--- src/rtl/chargen_pkg.sv ---
package chargen_pkg;
  // ROM size selector; the unused code behaves as the widest part
  typedef enum logic [1:0] {
    ROM_ONE_SET  = 2'd0,
    ROM_TWO_SET  = 2'd1,
    ROM_FOUR_SET = 2'd2,
    ROM_WIDE_ALT = 2'd3
  } rom_size_e;

  localparam int SIZE_W   = 2;
  localparam int SET_BITS = 2;  // code bit 7 and inverted enhancement bit

  // number of set-select bits a size setting uses as address bits
  function automatic logic [SIZE_W-1:0] set_bits_used(input logic [SIZE_W-1:0] sz);
    if (sz > SIZE_W'(SET_BITS)) return SIZE_W'(SET_BITS);
    return sz;
  endfunction
endpackage

--- src/rtl/chargen_addr_compose.sv ---
module chargen_addr_compose #(
  parameter int CODE_W = 8,
  parameter int LINE_W = 4,
  localparam int GLYPH_W = CODE_W - 1,
  localparam int BASE_W  = GLYPH_W + LINE_W,
  localparam int FULL_W  = BASE_W + chargen_pkg::SET_BITS
) (
  input  logic [CODE_W-1:0] code,
  input  logic              enh,
  input  logic [LINE_W-1:0] line,
  output logic [FULL_W-1:0] full_addr
);
  // order from low to high: glyph index, scan line, code set bit, enhancement set bit
  always_comb begin
    full_addr = {~enh, code[CODE_W-1], line, code[GLYPH_W-1:0]};
  end
endmodule

--- src/rtl/chargen_size_mask.sv ---
module chargen_size_mask
  import chargen_pkg::*;
#(
  parameter int BASE_W = 11,
  localparam int FULL_W = BASE_W + SET_BITS
) (
  input  logic [FULL_W-1:0] full_addr,
  input  logic [SIZE_W-1:0] size_sel,
  output logic [FULL_W-1:0] rom_addr,
  output logic              cs_n
);
  logic [SIZE_W-1:0] used;

  always_comb used = set_bits_used(size_sel);

  assign rom_addr[BASE_W-1:0] = full_addr[BASE_W-1:0];

  // each set bit is an address bit only when the size covers it
  genvar k;
  generate
    for (k = 0; k < SET_BITS; k++) begin : g_set
      assign rom_addr[BASE_W+k] = (used > SIZE_W'(k)) ? full_addr[BASE_W+k] : 1'b0;
    end
  endgenerate

  // first set bit above the part's width becomes the chip select
  always_comb begin
    cs_n = 1'b0;
    for (int j = 0; j < SET_BITS; j++) begin
      if (used == SIZE_W'(j)) cs_n = full_addr[BASE_W+j];
    end
  end
endmodule

--- src/rtl/chargen_out_reg.sv ---
module chargen_out_reg #(
  parameter int ADDR_W = 13
) (
  input  logic              clk,
  input  logic              rst,
  input  logic              load,
  input  logic [ADDR_W-1:0] addr_d,
  input  logic              cs_n_d,
  output logic [ADDR_W-1:0] addr_q,
  output logic              cs_n_q
);
  always_ff @(posedge clk) begin
    if (rst) begin
      addr_q <= '0;
      cs_n_q <= 1'b1;
    end else if (load) begin
      addr_q <= addr_d;
      cs_n_q <= cs_n_d;
    end
  end
endmodule

--- src/rtl/chargen_addresser.sv ---
module chargen_addresser
  import chargen_pkg::*;
#(
  parameter int CODE_W = 8,
  parameter int LINE_W = 4,
  localparam int BASE_W = CODE_W - 1 + LINE_W,
  localparam int ADDR_W = BASE_W + SET_BITS
) (
  input  logic              clk,
  input  logic              rst,
  input  logic              char_en,
  input  logic [CODE_W-1:0] code_in,
  input  logic              enh_in,
  input  logic [LINE_W-1:0] scan_line,
  input  logic [SIZE_W-1:0] rom_size,
  output logic [ADDR_W-1:0] rom_addr,
  output logic              rom_cs_n
);
  logic [ADDR_W-1:0] full_addr;
  logic [ADDR_W-1:0] sized_addr;
  logic              sized_cs_n;

  chargen_addr_compose #(.CODE_W(CODE_W), .LINE_W(LINE_W)) compose_i (
    .code(code_in), .enh(enh_in), .line(scan_line), .full_addr(full_addr)
  );

  chargen_size_mask #(.BASE_W(BASE_W)) mask_i (
    .full_addr(full_addr), .size_sel(rom_size),
    .rom_addr(sized_addr), .cs_n(sized_cs_n)
  );

  chargen_out_reg #(.ADDR_W(ADDR_W)) out_i (
    .clk(clk), .rst(rst), .load(char_en),
    .addr_d(sized_addr), .cs_n_d(sized_cs_n),
    .addr_q(rom_addr), .cs_n_q(rom_cs_n)
  );
endmodule

--- config.mk ---
export PLATFORM = sky130hd
export DESIGN_NAME = chargen_addresser
export DESIGN_NICKNAME = d
export VERILOG_FILES = /design/src/rtl/chargen_pkg.sv /design/src/rtl/chargen_addr_compose.sv /design/src/rtl/chargen_size_mask.sv /design/src/rtl/chargen_out_reg.sv /design/src/rtl/chargen_addresser.sv
export SDC_FILE = /design/constraint.sdc
export NUM_CORES = 1
export LEC_CHECK = 0
export BUFFER_PORTS_ARGS = -buffer_cell sky130_fd_sc_hd__buf_2
export CAP_MARGIN = 20
export CORE_MARGIN = 4
export CORE_UTILIZATION = 44
export DETAILED_ROUTE_END_ITERATION = 8
export MAX_ROUTING_LAYER = met4
export PLACE_DENSITY = 0.75
export SLEW_MARGIN = 20
export SYNTH_ARGS = -nofsm -noshare
export SYNTH_HDL_FRONTEND = slang
export SYNTH_HIERARCHICAL = 1
export SYNTH_SLANG_ARGS = --single-unit
--- constraint.sdc ---
create_clock -name clk -period 1.07 [get_ports clk]
set_clock_uncertainty 0.15 [all_clocks]
set_input_delay 0.1605 -clock clk [delete_from_list [all_inputs] [get_ports clk]]
set_output_delay 0.1605 -clock clk [all_outputs]
set_load 0.01 [all_outputs]
[After elaboration in Yosys (flattened, before gate mapping)]
Cells that the tools add are included.
Word-level totals
  register bits after elaboration: 14
  input port bits: 18
  output and inout port bits: 14
  word-level logic and storage cells: 15
Cells by class
  $lt $le $gt $ge: 3
  equality and inequality tests: 1
  mux-type cells: 7
  bitwise gates (word level): 1
  reduce and logical (&&, ||, !) cells: 1
Operators with widths (count)
  $mux W1: 5
  $gt A2 B1 Y1 const B: 2
  $mux W2: 2
  $eq A2 B1 Y1 const B: 1
  $gt A2 B2 Y1 const B: 1
  $logic_not A2 Y1: 1
  $not A1 Y1: 1

[Longest topological paths before layout]
Gate-level depths: netlist (run 1).
  depth after elaboration: 6
  gate-level depth with buffers: 4
  depth with buffers taken out: 4

[Cells and area by module]
The synthesis (run 1) kept the hierarchy.
By module, submodules not included
  chargen_out_reg: instances 1, cells an instance 45, area each 510.5 µm²
  chargen_size_mask: instances 1, cells an instance 15, area each 110.1 µm²
  chargen_addr_compose: instances 1, cells an instance 13, area each 93.8 µm²

[Worst setup path before layout (run 1)]
No wires, ideal clock.
  kind: input to register
  from: in code_in[7]
  to: reg out_i.cs_n_q
  arrival: 694 ps
  slack: 106 ps
  cell stages on the path: 4
  buffers on the path: 1
  cells stage by stage: buf_4 > mux2i_1 > nor2_1 > a211o_1
Between the ends
  word-level cells in the longest chain between the ends: 2
Ends and longest elaborated chain
  start, declared: RTL line chargen_addresser.sv:12  | input logic [CODE_W-1:0] code_in,
  $mux W1 (2 in a row): RTL line chargen_size_mask.sv:30  | if (used == SIZE_W'(j)) cs_n = full_addr[BASE_W+j];
  net sized_cs_n: RTL line chargen_addresser.sv:21  | logic sized_cs_n;
  end signal, assigned: RTL line chargen_out_reg.sv:18  | cs_n_q <= cs_n_d;
  end, declared: RTL line chargen_out_reg.sv:10  | output logic cs_n_q
The timed path passes the listed nets, and every way through them passes these cells.
A chain may end at the register's enable or synchronous reset.

[Final worst setup path (run 1)]
  from: reg out_i.addr_q[4]
  to: out rom_addr[4]
RTL lines
  start, declared: RTL line chargen_out_reg.sv:9  | output logic [ADDR_W-1:0] addr_q,
  start signal, assigned: RTL line chargen_out_reg.sv:17  | addr_q <= addr_d;
  end, declared: RTL line chargen_addresser.sv:16  | output logic [ADDR_W-1:0] rom_addr,
No word-level cell between the ends.

==> metrics.txt, run 1 <==
Synth area leaders=dfxtp_1, buf_4, mux2i_1, nor2_1, buf_12; vias in the first global route=466; most frequent cells in the layout=buf_2, mux2i_1, nor2_1, dfxtp_2, buf_6; worst-skew pair later-pin latency=roughly 0.28 ns; DRC violations left=0; CTS tree=yes; area added between synthesis and finish=30.5%; DR vias=501; Req. time, crit path=0.76 ns; slowest cell on the critical path=dfxtp_2; Inserted Clock Buffers=3; Pleak=0.464 nW; final setup vio count=0; CTS Root Cell=clkbuf_4; n_diodes=0; synthesized cell area=714 µm²; area share of the largest cell type after synthesis=39.2%; Max Buffers Root-to-Sink=2; register area share after synthesis=39.2%; Avg Vias per Cell=4.60; Die Span Y=48.3 µm; post-layout util=61.2%; first-pass detailed-route iteration total=2; outcome=completed; post-layout minimum cycle time=roughly 1.0 ns; Mapped Nets=91; Detail Route Antenna Nets=0; cells along the critical path=buf_6; Crit Path Class=flip-flop to output pin; Mapped Cells=73; core footprint=1520 µm²; CP startpoint kind=flip-flop; largest net degree at the start of global routing=16; Port Buf Inserts=31; FMAX=between 0.9 and 1 GHz; Power Density=~1300 nW/µm²; distinct cell type count after synthesis=12; worst-margin pin slew=approximately 0.4 ns; Final #Nets=112; RSZ-0062 raised after global routing=true; normalized max-slew margin=roughly three quarters; leading cell type in the layout, fill and taps excluded=buf_2; total gr overflow=0; Worst Path Arrival=~0.74 ns; clk slew on worst S/H paths=0.08 ns; dominant cell type by area after synthesis=dfxtp_1; Max FO, Critical Path=2; Period Utilization, post-route=97.8%; #FFs+latches synth=14; Setup crit end kind=output pin; CTS H-tree depth=1; Max VDD drop=0.821 mV; IO Pins=32; TNS Setup=0 ns; Final Hold Fails=0; Tot GR Track Use=between 10% and 20%; number of max-cap violations=0; Final Power=1.18 mW; Buf/Inv on CP=1; die width=48.3 µm; mean area per synthesized cell=about 10 µm²; CTS Sinks=14; Post-CTS Setup Inserts=0; Synthesis Warnings=6; Hold Crit Class=input pin to flip-flop; die area=roughly 2300 µm²; CP delay by family, top=flip-flops; initial antenna violation count=0; Initial Util=46.9%; layout cells sized above 1=52.7%; gpl congestion=0.708; site row count=14; initial DRC count=3; first-pass GRT wire length=1.93 mm; routed wire length=1.39 mm; DR WL/cell=12.7 µm; CP max stage delay=approximately 0.34 ns; Max Slew Vio Count=0
state kept, by name (all words and copies together), names as in the netlist:
| name | flops |
|---|---|
| out_i/addr_q | 13 |
| out_i/cs_n_q | 1 |
power breakdown:
group	switching [mW]	internal, mW
sequential	0.0217	0.558
clock	0.172	0.207
combinational	0.0822	0.137
total	0.276	0.903
cells in the mapped netlist:
library cell,n
a211o_1,1
and2_1,1
buf_12,1
buf_2,1
buf_4,23
buf_6,1
dfxtp_1,14
inv_1,1
mux2i_1,14
nor2_1,14
nor2b_1,1
o21a_1,1
per-stage QoR:
stage | setup slack (ns) | instances | hold WS (ns) | cell area [µm²]
finish | 0.0240 | 109 | 0.0574 | 932
global route | -0.0146 | 109 | 0.0536 | 932
CTS | 0.00167 | 109 | 0.0546 | 831
detailed placement | -0.0323 | 94 | 0.257 | 681
global placement | -0.00580 | 94 | 0.246 | 681
floorplan | 0.106 | 73 | 0.0829 | 714
logic make-up after synthesis:
logic type	share of synthesized area (%)
buffers and inverters	29.8
flip-flops	39.2
multiplexers	19.6
AND/OR/NAND/NOR	9.11
AO/OA/AOI/OAI	2.28
what timing repair did:
item,CTS,global route
hold buffers,11,0
gates resized for setup,3,25
gates cloned,0,0
endpoints found under the hold margin,11,0
setup endpoints to repair,3,14
per-layer routing:
metal	track usage [%]	wire, µm	vias to the layer above	part of all wire, %
li1	-	-	248	-
met1	12.5	478	226	34
met2	21.1	785	22	57
met3	7.38	112	5	8.1
met4	3.76	13	0	0.94
met5	-	0	-	0
path summary, 6_finish.rpt:
path                                        from                to  slack, ns  cells past startpoint
worst min-delay path                         rst   out_i/addr_q[7]       0.06                      2
worst max register to register      out_i/cs_n_q      out_i/cs_n_q       0.14                      2
worst max-delay path             out_i/addr_q[4]       rom_addr[4]       0.02                      1
worst min register to register  out_i/addr_q[11]  out_i/addr_q[11]       0.35                      2
cell type report:
| cell class | instances | area [µm²] |
|---|---|---|
| tap | 16 | 20.0 |
| fill | 132 | 592 |
| multi-input combinational | 32 | 221 |
| inverter | 1 | 3.75 |
| sequential | 14 | 298 |
| timing repair buffer | 42 | 353 |
| clock buffer | 4 | 36.3 |
Power figures use the tool's default switching activity.
==> run 2: changes to the inputs <==
ABC_CLOCK_PERIOD_IN_PS = 1070   (was default)
CTS_BUF_LIST = sky130_fd_sc_hd__clkbuf_16   (was default)
==> run 2 against run 1 <==
Count of clock-buffer cells in the layout down 1. Worst setup slack better by 0.038 ns. Register-to-register slack better by 0.02 ns. Design area down 19%. Power up 21%. Cell count down 10%. Routed wire length down 19%. Critical path depth unchanged. Highest routed layer unchanged.
==> metrics.txt, run 2 (same netlist as run 1, synthesis figures left out) <==
outcome=completed; die width=48.3 µm; Comb pwr share=10.8%; Psw=296 µW; most frequent cells in the layout=buf_2, mux2i_1, nor2_1, dfxtp_1, clkbuf_16; clk slew on worst S/H paths=about 0.05 ns; area added between synthesis and finish=6.30%; Setup crit end kind=output pin; Max Buffers Root-to-Sink=2; Pleak=roughly 0.41 nW; Port Buf Inserts=31; n_diodes=0; site row count=14; gpl congestion=0.708; final setup vio count=0; top flop regs=out_i/addr_q: 13 flops, out_i/cs_n_q: 1 flops; FMAX=0.992 GHz; largest net degree at the start of global routing=16; CP startpoint kind=flip-flop; total gr overflow=0; Initial Util=46.9%; layout cells sized above 1=41.5%; Die Span Y=48.3 µm; post-layout util=49.8%; Max FO, Critical Path=2; routed wire length=roughly 1.1 mm; dpl ws=-0.0323 ns; worst setup margin=0.0616 ns; worst-margin pin slew=0.407 ns; Max Slew Vio Count=0; most flop-heavy register=out_i/addr_q; DRC violations left=0; Req. time, crit path=between 0.7 and 0.8 ns; Switching Share=between 20% and 30%; CP max stage delay=0.33 ns; core footprint=1520 µm²; leading cell type in the layout, fill and taps excluded=buf_2; cells along the critical path=buf_2; Hold Crit Class=input pin to flip-flop; hold buffers post-CTS=0; total internal power=1.13 mW; Final Hold Fails=0; worst-skew pair later-pin latency=0.24 ns; Post-CTS Resized=0; Crit Path Class=flip-flop to output pin; RSZ-0062 raised after global routing=false; initial antenna violation count=0; Final #Nets=101; normalized max-slew margin=between 70 and 80%; CTS Root Cell=clkbuf_16; slowest cell on the critical path=dfxtp_1; Seq pwr share=39.9%; fin cells=98; CTS Sinks=14; Power Density=1870 nW/µm²; Post-CTS Setup Inserts=0; initial DRC count=2; worst hold slack=0.00246 ns; Buf/Inv on CP=1; IO Pins=32; CP delay by family, top=flip-flops; CTS H-tree depth=1; Max VDD drop=1.09 mV; vias in the first global route=approximately 420; die area=2330 µm²; Detail Route Antenna Nets=0; first-pass GRT wire length=1.71 mm; post-layout minimum cycle time=1.01 ns; number of max-cap violations=0; first-pass detailed-route iteration total=4; CTS tree=yes; Tot GR Track Use=11.6%; DR vias=450; Worst Path Arrival=0.70 ns; Clock Power Share=49.3%; FILL cells=143; Inserted Clock Buffers=3; placed insts=between 90 and 100; Period Utilization, post-route=94.2%; DR WL/cell=between 10 and 15 µm; max FFs per register=13; Avg Vias per Cell=between 4 and 5
## run 2: cell count changes in the layout (fill, tap and decap cells not counted), moves of 3 or more
cell and delta:
dlygate4sd3_1 -11, clkbuf_16 +3, dfxtp_1 +14, clkbuf_4 -3
dfxtp_2 -14, buf_6 -14, buf_2 +14
## run 2: path summary, 6_finish.rpt
path / from / to / slack, ns / depth (start not counted)
setup / recovery: out_i/addr_q[3] / rom_addr[3] / 0.06 / 1
setup reg to reg: out_i/cs_n_q / out_i/cs_n_q / 0.16 / 2
hold reg to reg: out_i/addr_q[10] / out_i/addr_q[10] / 0.33 / 2
hold / removal: scan_line[3] / out_i/addr_q[10] / 0.002 / 3
## run 2: final cells by class
cell class	count	area, µm²	share of cell area [%]
Sequential cell	14	280	36.9
Multi-Input combinational cell	32	221	29.2
Timing Repair Buffer	31	155	20.4
Clock buffer	3	75.1	9.88
Tap cell	16	20.0	2.64
Clock inverter	1	3.75	0.494
Inverter	1	3.75	0.494
## run 2: stage by stage
step | cell area [µm²] | total power [mW] | TNS (ns)
final | 759 | 1.42 | 0
after global routing | 759 | 1.50 | 0
after CTS | 759 | 1.45 | 0
after detailed placement | 681 | 0.732 | -0.102
after global placement | 681 | 0.727 | -0.00580
after floorplan | 714 | 0.732 | 0
## run 2: layer usage
layer	vias to the layer above	part of all wire (%)	track usage, %
li1	226	-	-
met2	22	47	18.0
met3	4	11	7.01
met5	-	0	-
met4	0	1.2	5.38
met1	198	41	11.4
## run 2: power by group through the flow
stage,Sequential [mW],Clock (mW),Combinational [mW]
after floorplan,0.593,0,0.139
after global placement,0.576,0,0.150
after detailed placement,0.577,0,0.155
after CTS,0.568,0.724,0.156
after global routing,0.570,0.756,0.171
final,0.567,0.701,0.153
## run 2: worst min-delay path, cell delays in order
cell	delay [ns]
buf_2	0.07
mux2i_1	0.05
nor2_1	0.07
==> run 3: changes to the inputs <==
--- a/config.mk
+++ b/config.mk
@@ -16,2 +16,3 @@
 export PLACE_DENSITY = 0.75
+export SKIP_CTS_REPAIR_TIMING = 1
 export SLEW_MARGIN = 20
==> constraint.sdc (replaced) <==
create_clock -name clk -period 1.07 [get_ports clk]
set_clock_uncertainty 0.15 [all_clocks]
set_input_delay 0.214 -clock clk [delete_from_list [all_inputs] [get_ports clk]]
set_output_delay 0.214 -clock clk [all_outputs]
set_load 0.01 [all_outputs]
==> run 3 against run 2 <==
Largest cell class unchanged. Combinational power hardly changed. Clock power is 5.4% lower. Critical path depth stayed put. Routed wire length is 8.3% lower. Power is 2.2% lower. Critical endpoint is now rom_addr[12].
==> metrics.txt, run 3 (same netlist as run 1, synthesis figures left out) <==
outcome=completed; fin cells=98; Final Power=~1.4 mW; most frequent cells in the layout=buf_2, mux2i_1, nor2_1; total gr overflow=0; normalized max-slew margin=roughly 73%; Max Buffers Root-to-Sink=2; post-layout minimum cycle time=approximately 1.0 ns; clk slew on worst S/H paths=0.04 ns; Period Utilization, post-route=97.2%; Hold Crit Class=input pin to flip-flop; die width=between 40 and 50 µm; CP startpoint kind=flip-flop; CP max stage delay=0.32 ns; gpl congestion=0.707; slowest cell on the critical path=dfxtp_1; placed insts=95; TNS Setup=0 ns; core footprint=approximately 1500 µm²; Worst Path Arrival=0.68 ns; Port Buf Inserts=31; leading cell type in the layout, fill and taps excluded=buf_2; DR vias=455; first-pass detailed-route iteration total=4; DR WL/cell=around 11 µm; DRC violations left=0; Max VDD drop=between 0.9 and 1 mV; Initial Util=about 47%; worst-margin pin slew=0.402 ns; most flop-heavy register=out_i/addr_q; CP delay by family, top=flip-flops; n_diodes=0; Final Hold Fails=0; CTS H-tree depth=1; layout cells sized above 1=56.1%; worst-skew pair later-pin latency=between 0.2 and 0.25 ns; Power Density=1790 nW/µm²; Buf/Inv on CP=1; top flop regs=out_i/addr_q: 13 flops, out_i/cs_n_q: 1 flops; vias in the first global route=387; CTS Root Cell=clkbuf_16; Inserted Clock Buffers=3; initial DRC count=5; number of max-cap violations=0; die area=~2300 µm²; largest net degree at the start of global routing=16; R2R setup slack=0.15 ns; Tot GR Track Use=under 10%; Max Slew Vio Count=0; max FFs per register=13; Avg Vias per Cell=4.64; Pleak=between 0.4 and 0.5 nW; Setup crit start=out_i/addr_q[12]; CTS Sinks=14; initial antenna violation count=0; Req. time, crit path=0.71 ns; area added between synthesis and finish=8.76%; routed wire length=between 1 and 1.5 mm; Die Span Y=48.3 µm; Setup crit end kind=output pin; Max FO, Critical Path=2; FMAX=0.961 GHz; IO Pins=32; first-pass GRT wire length=around 1.5 mm; Worst Setup EP=rom_addr[12]; critical path depth=1; site row count=14; Crit Path Class=flip-flop to output pin; cells along the critical path=buf_2; final setup vio count=0; RSZ-0062 raised after global routing=false; Worst R2R Start=out_i/cs_n_q; R2R cell count=2; worst reg2reg path endpoint=out_i/cs_n_q; Final #Nets=102; Detail Route Antenna Nets=0; CTS tree=yes
## run 3: stage by stage
stage | setup WS [ns] | utilization, % | cell area, µm² | hold slack [ns]
after floorplan | 0.0524 | - | 714 | 0.136
after global placement | -0.0606 | 45.2 | 688 | 0.298
after detailed placement | -0.0797 | 45.2 | 688 | 0.312
after CTS | 0.00691 | 50.1 | 763 | 0.0681
after global routing | 0.00325 | 51.0 | 777 | 0.0730
final | 0.0297 | 51.0 | 777 | 0.0670
## run 3: worst min path at each step
stage                      start              end  slack, ns  depth (start not counted)
floorplan                    rst  out_i/addr_q[0]       0.14                          1
global placement      code_in[2]  out_i/addr_q[2]       0.30                          3
detailed placement  scan_line[0]  out_i/addr_q[7]       0.31                          3
CTS                   code_in[3]  out_i/addr_q[3]       0.07                          3
global route        scan_line[0]  out_i/addr_q[7]       0.07                          3
finish              scan_line[0]  out_i/addr_q[7]       0.07                          3
## run 3: final cells by class
type,instances,area (µm²)
Inverter,1,3.75
Sequential cell,14,294
Fill cell,148,747
Clock buffer,3,75.1
Tap cell,16,20.0
Timing Repair Buffer,32,163
Multi-Input combinational cell,32,221
## run 3: layer usage
metal  global-route usage, %  up-vias  part of all wire, %
met5                       -        -                    0
met4                    1.61        0                    0
met3                    3.32        0                  8.0
met2                    16.1       21                   46
met1                    9.62      204                   46
li1                        -      230                    -
## run 3: where the power goes
part | internal, mW | switching, mW
clock | 0.485 | 0.177
sequential | 0.560 | 0.0135
combinational | 0.0802 | 0.0738
